File: src/rtl/rsp_req_table.sv
module rsp_req_table #(
    parameter int NUM_TAGS = 16,
    parameter int TID_W    = 4,
    parameter int BYTES_W  = 9
) (
    input  logic               clk,
    input  logic               rst_n,
    input  logic               set_en,
    input  logic [TID_W-1:0]   set_id,
    input  logic               set_is_read,
    input  logic [BYTES_W-1:0] set_bytes,
    input  logic               rel_en,
    input  logic [TID_W-1:0]   rel_id,
    input  logic [TID_W-1:0]   lk_id,
    output logic               lk_hit,
    output logic               lk_is_read,
    output logic [BYTES_W-1:0] lk_bytes
);

    logic [NUM_TAGS-1:0] ent_vld;
    logic [NUM_TAGS-1:0] ent_rd;
    logic [BYTES_W-1:0]  ent_bytes [NUM_TAGS];

    for (genvar gi = 0; gi < NUM_TAGS; gi++) begin : g_ent
        always_ff @(posedge clk or negedge rst_n) begin
            if (!rst_n) begin
                ent_vld[gi]   <= 1'b0;
                ent_rd[gi]    <= 1'b0;
                ent_bytes[gi] <= '0;
            end else if (set_en && set_id == TID_W'(gi)) begin
                ent_vld[gi]   <= 1'b1;
                ent_rd[gi]    <= set_is_read;
                ent_bytes[gi] <= set_bytes;
            end else if (rel_en && rel_id == TID_W'(gi)) begin
                ent_vld[gi]   <= 1'b0;
            end
        end
    end

    always_comb begin
        lk_hit     = 1'b0;
        lk_is_read = 1'b0;
        lk_bytes   = '0;
        if (int'(lk_id) < NUM_TAGS) begin
            lk_hit     = ent_vld[lk_id];
            lk_is_read = ent_rd[lk_id];
            lk_bytes   = ent_bytes[lk_id];
        end
    end

    // a released entry is gone on the next cycle unless re-recorded
    p_release_frees_r9: assert property (@(posedge clk) disable iff (!rst_n)
        (rel_en && !(set_en && set_id == rel_id) && int'(rel_id) < NUM_TAGS)
            |=> !ent_vld[$past(rel_id)]);

endmodule

File: config.mk
export PLATFORM = sky130hd
export DESIGN_NAME = rsp_req_table
export DESIGN_NICKNAME = d
export VERILOG_FILES = /design/src/rtl/rsp_req_table.sv
export SDC_FILE = /design/constraint.sdc
export NUM_CORES = 1
export LEC_CHECK = 0
export BUFFER_PORTS_ARGS = -buffer_cell sky130_fd_sc_hd__buf_2
export CORE_ASPECT_RATIO = 2
export CORE_MARGIN = 10
export CORE_UTILIZATION = 30
export DETAILED_ROUTE_END_ITERATION = 16
export SETUP_SLACK_MARGIN = 0.2
export SYNTH_ARGS = -nofsm -noshare
export SYNTH_HDL_FRONTEND = slang
export SYNTH_SLANG_ARGS = --single-unit
File: constraint.sdc
create_clock -name clk -period 4.9 [get_ports clk]
set_clock_uncertainty 0.15 [all_clocks]
set_input_delay 0.49 -clock clk [delete_from_list [all_inputs] [get_ports clk]]
set_output_delay 0.49 -clock clk [all_outputs]
set_load 0.01 [all_outputs]
=== After elaboration in Yosys (flattened, before gate mapping) ===
Cells that the tools add are included.

* Flip-flop bits (word level): 176
* Input bits: 26
* Output and inout bits: 11

* Muxes and demuxes: 39
* Order comparisons: 2
* Reduce and logical (&&, ||, !) cells: 50
* Bitwise gates (word level): 1
* Equality and inequality tests: 30

{| class="wikitable"
|+ Operators by type and width
! cell !! count
|-
| $eq 4x4->1 const B || 16
|-
| $bmux 9 s4 || 1
|-
| $mux 1 || 34
|-
| $eq 4x3->1 const B || 8
|-
| $logic_and 1x1->1 || 32
|-
| $reduce_bool 2->1 || 16
|-
| $mux 9 || 2
|-
| $eq 4x2->1 const B || 4
|-
| $bmux 1 s4 || 2
|-
| $eq 4x1->1 const B || 2
|-
| $logic_not 4->1 || 2
|-
| $ge 5x5->1 const B || 1
|-
| $lt 4x5->1 const B || 1
|-
| $not 4->5 || 1
|}

=== Depth between registers and ports, before layout ===
* Depth after elaboration: 4
* Mapped depth: 5
* Gate-level depth less buffers: 3

=== Worst setup path before layout ===
No wires, ideal clock.

* Path kind: input-to-output
* Start: input port lk_id[0]
* End: output port lk_bytes[1]
* Arrival time: 1,796 ps
* Required time: 4,260 ps
* Setup slack: 2,464 ps
* Cell stages on the path: 5
* Cell sequence: buf_2 buf_2 mux4_2 a22oi_1 nand2_1

* Longest elaborated chain between the ends: 4

{| class="wikitable"
|+ Ends and longest elaborated chain
! element !! RTL line !! RTL
|-
| start, declared || 14 || <nowiki>input logic [TID_W-1:0] lk_id,</nowiki>
|-
| $not 4->5 (implied by the code) || 47 || <nowiki>lk_bytes = ent_bytes[lk_id];</nowiki>
|-
| $bmux 9 s4 || 47 ||
|-
| $mux 9 (implied by the code) (2 in a row) || 47 ||
|-
| end, declared || 17 || <nowiki>output logic [BYTES_W-1:0] lk_bytes</nowiki>
|}

No other way between the ends. The select of a mux whose other input is x is not followed.

=== Final worst setup path ===
* Start: input port lk_id[0]
* End: output port lk_bytes[4]

Same word-level chain as after synthesis.

==> out/summary.txt <==
STATUS
------------------------------------------------------------------------------------------
Run status .................................................................. complete, but fails checks
Failing checks .............................................................. negative hold slack

WORST SETUP PATH
------------------------------------------------------------------------------------------
Category of the worst setup path launch point ...............................    input pin
Setup CP Type ...............................................................    in -> out
Worst Path Required .........................................................      4260 ps
Worst reg2reg path startpoint ............................................... ent_bytes[60]
Crit Reg-Reg Endpoint ....................................................... ent_bytes[60]
R2R Setup Slk ...............................................................      3970 ps
End of the critical path ....................................................  lk_bytes[4]
Data arrival time of the critical path ......................................      2550 ps
Beginning of the critical path ..............................................     lk_id[0]
Crit path max fanout ........................................................           25
Nature of the critical path endpoint ........................................   output pin
Number of cells traversed by the worst register-to-register path ............            1

GLOBAL ROUTING
------------------------------------------------------------------------------------------
Via count of the first global-routing pass ..................................         5305
Global route total overflow .................................................            0
Global-route wire length before repair ......................................     31640 µm
Largest net degree at the start of global routing ...........................          102
Number of antenna violations at the first check in global routing ...........            3
Global-route usage over all layers ..........................................       12.55%

TIMING
------------------------------------------------------------------------------------------
Worst rel slew slack ........................................................       35.33%
Max Fclk ....................................................................   0.3135 GHz
Share of the cycle needed by the critical path after routing ................       65.10%
Final max-slew violation count ..............................................            0
Endpoints failing setup .....................................................            0
Actual transition at the worst max-transition pin ...........................     970.0 ps
Tightest hold margin ........................................................    -39.34 ps
Number of hold-slack violations in the final timing report ..................           11
Summed negative setup slack over all endpoints ..............................         0 ps
RSZ-0062 raised after global routing ........................................        false
Min Tclk post-route .........................................................      3190 ps

CLOCK NETWORK
------------------------------------------------------------------------------------------
Clock insertion delay at the later pin of the skew report ...................       440 ps
Post-CTS Hold Fix Bufs ......................................................            0
H-tree Lvls .................................................................            4
Setup fix buffers added after clock tree synthesis ..........................            0
Clock edge transition at the registers on the reported setup and hold paths .        60 ps
TritonCTS clock tree ........................................................        built
Buffers from clock root to sink, at most ....................................            2
Post_cts resized ............................................................            0
Root buffer cell ............................................................    clkbuf_16
Number of sinks handled by clock tree synthesis .............................          176
Number of buffers inserted during clock tree synthesis ......................           17

FINAL LAYOUT
------------------------------------------------------------------------------------------
Relative area change from synthesis to final layout .........................       14.63%
Share of layout cells above drive strength 1 ................................       52.23%
Total of fill cells in the finished design ..................................         2489
Area occupied by multi-input gates ..........................................     3385 µm²
Non-filler instance count after layout ......................................          905
Register area ...............................................................     4404 µm²
Layout Cell Area excl Fill ..................................................     9095 µm²
Number of antenna diodes ....................................................            0
Final #Nets .................................................................          574

PLACE
------------------------------------------------------------------------------------------
Number of buffer cells added on primary ports ...............................           36
Number of placed cells counting well taps ...................................          873
Area of placed instances ....................................................     8488 µm²
DP Wirelength ...............................................................     14040 µm
Routability congestion estimate .............................................       0.8086

SYNTHESIS
------------------------------------------------------------------------------------------
Fraction of the yosys area taken by sequential cells ........................       55.51%
Post-synthesis cell type count ..............................................           21
Syn. warnings ...............................................................            0
Area share of the leading cell type in the synthesized netlist ..............       55.51%
Main synth FF type ..........................................................      dfrtp_1
Syn Std Cell Area ...........................................................     7934 µm²
Post-synthesis sequential element count .....................................          176
Largest cells by area after synthesis ....................................... dfrtp_1 (56%), mux2_2 (23%), mux4_2 (12%)
Post-synth top cells ........................................................ dfrtp_1 (176), mux2_2 (160), mux4_2 (44), a22oi_1 (22), clkbuf_1 (22)
Post-synth ARST share .......................................................       100.0%
Cell with the most instances after synthesis ................................      dfrtp_1
Post-Synthesis Mean Instance Area ...........................................    15.38 µm²
Number of enable-type register cells in the synthesized netlist .............            0
Cell accounting for the most synthesized area ...............................      dfrtp_1
Synthesized netlist net count ...............................................          542
Number of instances in the synthesized netlist ..............................          516

FLOORPLAN
------------------------------------------------------------------------------------------
Floorplan die height ........................................................     250.0 µm
Die Footprint ...............................................................    33740 µm²
Top-level I/O count .........................................................           37
Horiz. Die Dim ..............................................................     135.0 µm
Standard-cell rows ..........................................................           84
Starting Density ............................................................       30.32%
Area of the core ............................................................    26170 µm²

DRT
------------------------------------------------------------------------------------------
Routed vias .................................................................         4677
Number of DRC markers after the initial detailed-route iteration ............          341
WL final ....................................................................     20310 µm
First-pass iteration count of the detailed router ...........................            4
Routed wire length per instance .............................................     22.44 µm
Vias per Instance ...........................................................        5.168
Antenna-violating nets left .................................................            0
Detailed-route DRC error count ..............................................            0

PWR
------------------------------------------------------------------------------------------
Maximum VDD drop ............................................................    0.2662 mV
Static power due to leakage .................................................     3.836 nW
Total power density per cell area ........................................... 447.5 nW/µm²

MIN PATH
------------------------------------------------------------------------------------------
Class of the most critical hold timing path .................................  in -> async

FLOW RUN
------------------------------------------------------------------------------------------
Max-cap check violation count ...............................................            0

## routing by layer
layer	vias up	share of wire (%)	track usage, %
li1	1996	-	-
met1	2518	34	11.86
met2	107	59	24.19
met3	50	4.0	2.656
met4	6	3.5	6.397
met5	-	0.20	0
## how the worst min path moves through the flow
stage | to | slack (ps) | cells past startpoint
after floorplan | ent_bytes[0] | 40 | 0
after global placement | ent_vld[3] | 310 | 1
after detailed placement | ent_vld[3] | 320 | 1
after CTS | ent_bytes[60] | 30 | 1
after global routing | ent_bytes[42] | 60 | 1
final | ent_bytes[60] | -40 | 1
## state kept, by name (all words and copies together), names as in the netlist
name	cells
ent_vld	16
ent_bytes	144
ent_rd	16
## cells in the final DEF (no fill, tap or decap), drive strengths merged
cell type | synthesis | layout
nor2b | 3 | 3
clkbuf | 22 | 19
mux2 | 160 | 160
clkinv | 0 | 6
inv | 2 | 6
nand2 | 20 | 20
o21ai | 21 | 21
mux4 | 44 | 44
nand3 | 2 | 2
nor3b | 1 | 1
and2 | 1 | 1
clkinvlp | 0 | 1
nand3b | 4 | 4
or3 | 3 | 3
a21o | 1 | 1
nand2b | 7 | 7
nor2 | 11 | 11
bufinv | 0 | 2
o31ai | 3 | 3
dfrtp | 176 | 176
buf | 11 | 46
or3b | 2 | 2
a22oi | 22 | 22
## power by group
part | switching [mW] | total, mW | internal, mW
logic | 0.277 | 0.713 | 0.436
registers | 0.179 | 1.97 | 1.79
clock network | 0.599 | 1.39 | 0.789
total | 1.06 | 4.07 | 3.01
## cell families after synthesis
family / Yosys count / synth area share, %
buffers and inverters: 35 / 1.829
muxes: 204 / 35.20
AOI/OAI and AO/OA: 47 / 3.785
and+or+nand+nor: 54 / 3.675
DFF: 176 / 55.51
## stage by stage
step	worst slack [ps]	total power, mW	hold WS [ps]	util [%]
floorplan	2464	2.463	44.41	-
global placement	1631	2.666	306.7	32.43
detailed placement	1619	2.723	318.9	32.43
CTS	1619	4.116	25.06	34.75
global route	1504	4.256	59.15	34.75
finish	1710	4.070	-39.34	34.75
## area by class of cell
cell class              count  share of cell area, %
clock buffers              19                  4.980
well taps                 344                  4.732
inverters                   2                0.08254
multi-input cells         305                  37.21
repair buffers             46                  2.875
clock inverters            13                  1.692
flip-flops and latches    176                  48.42
## critical path, stage by stage
cell and delay [ps]:
buf_2 710, buf_4 330, mux4_2 520, a22oi_1 190, nand2_1 120, buf_2 170
Power figures use the tool's default switching activity.
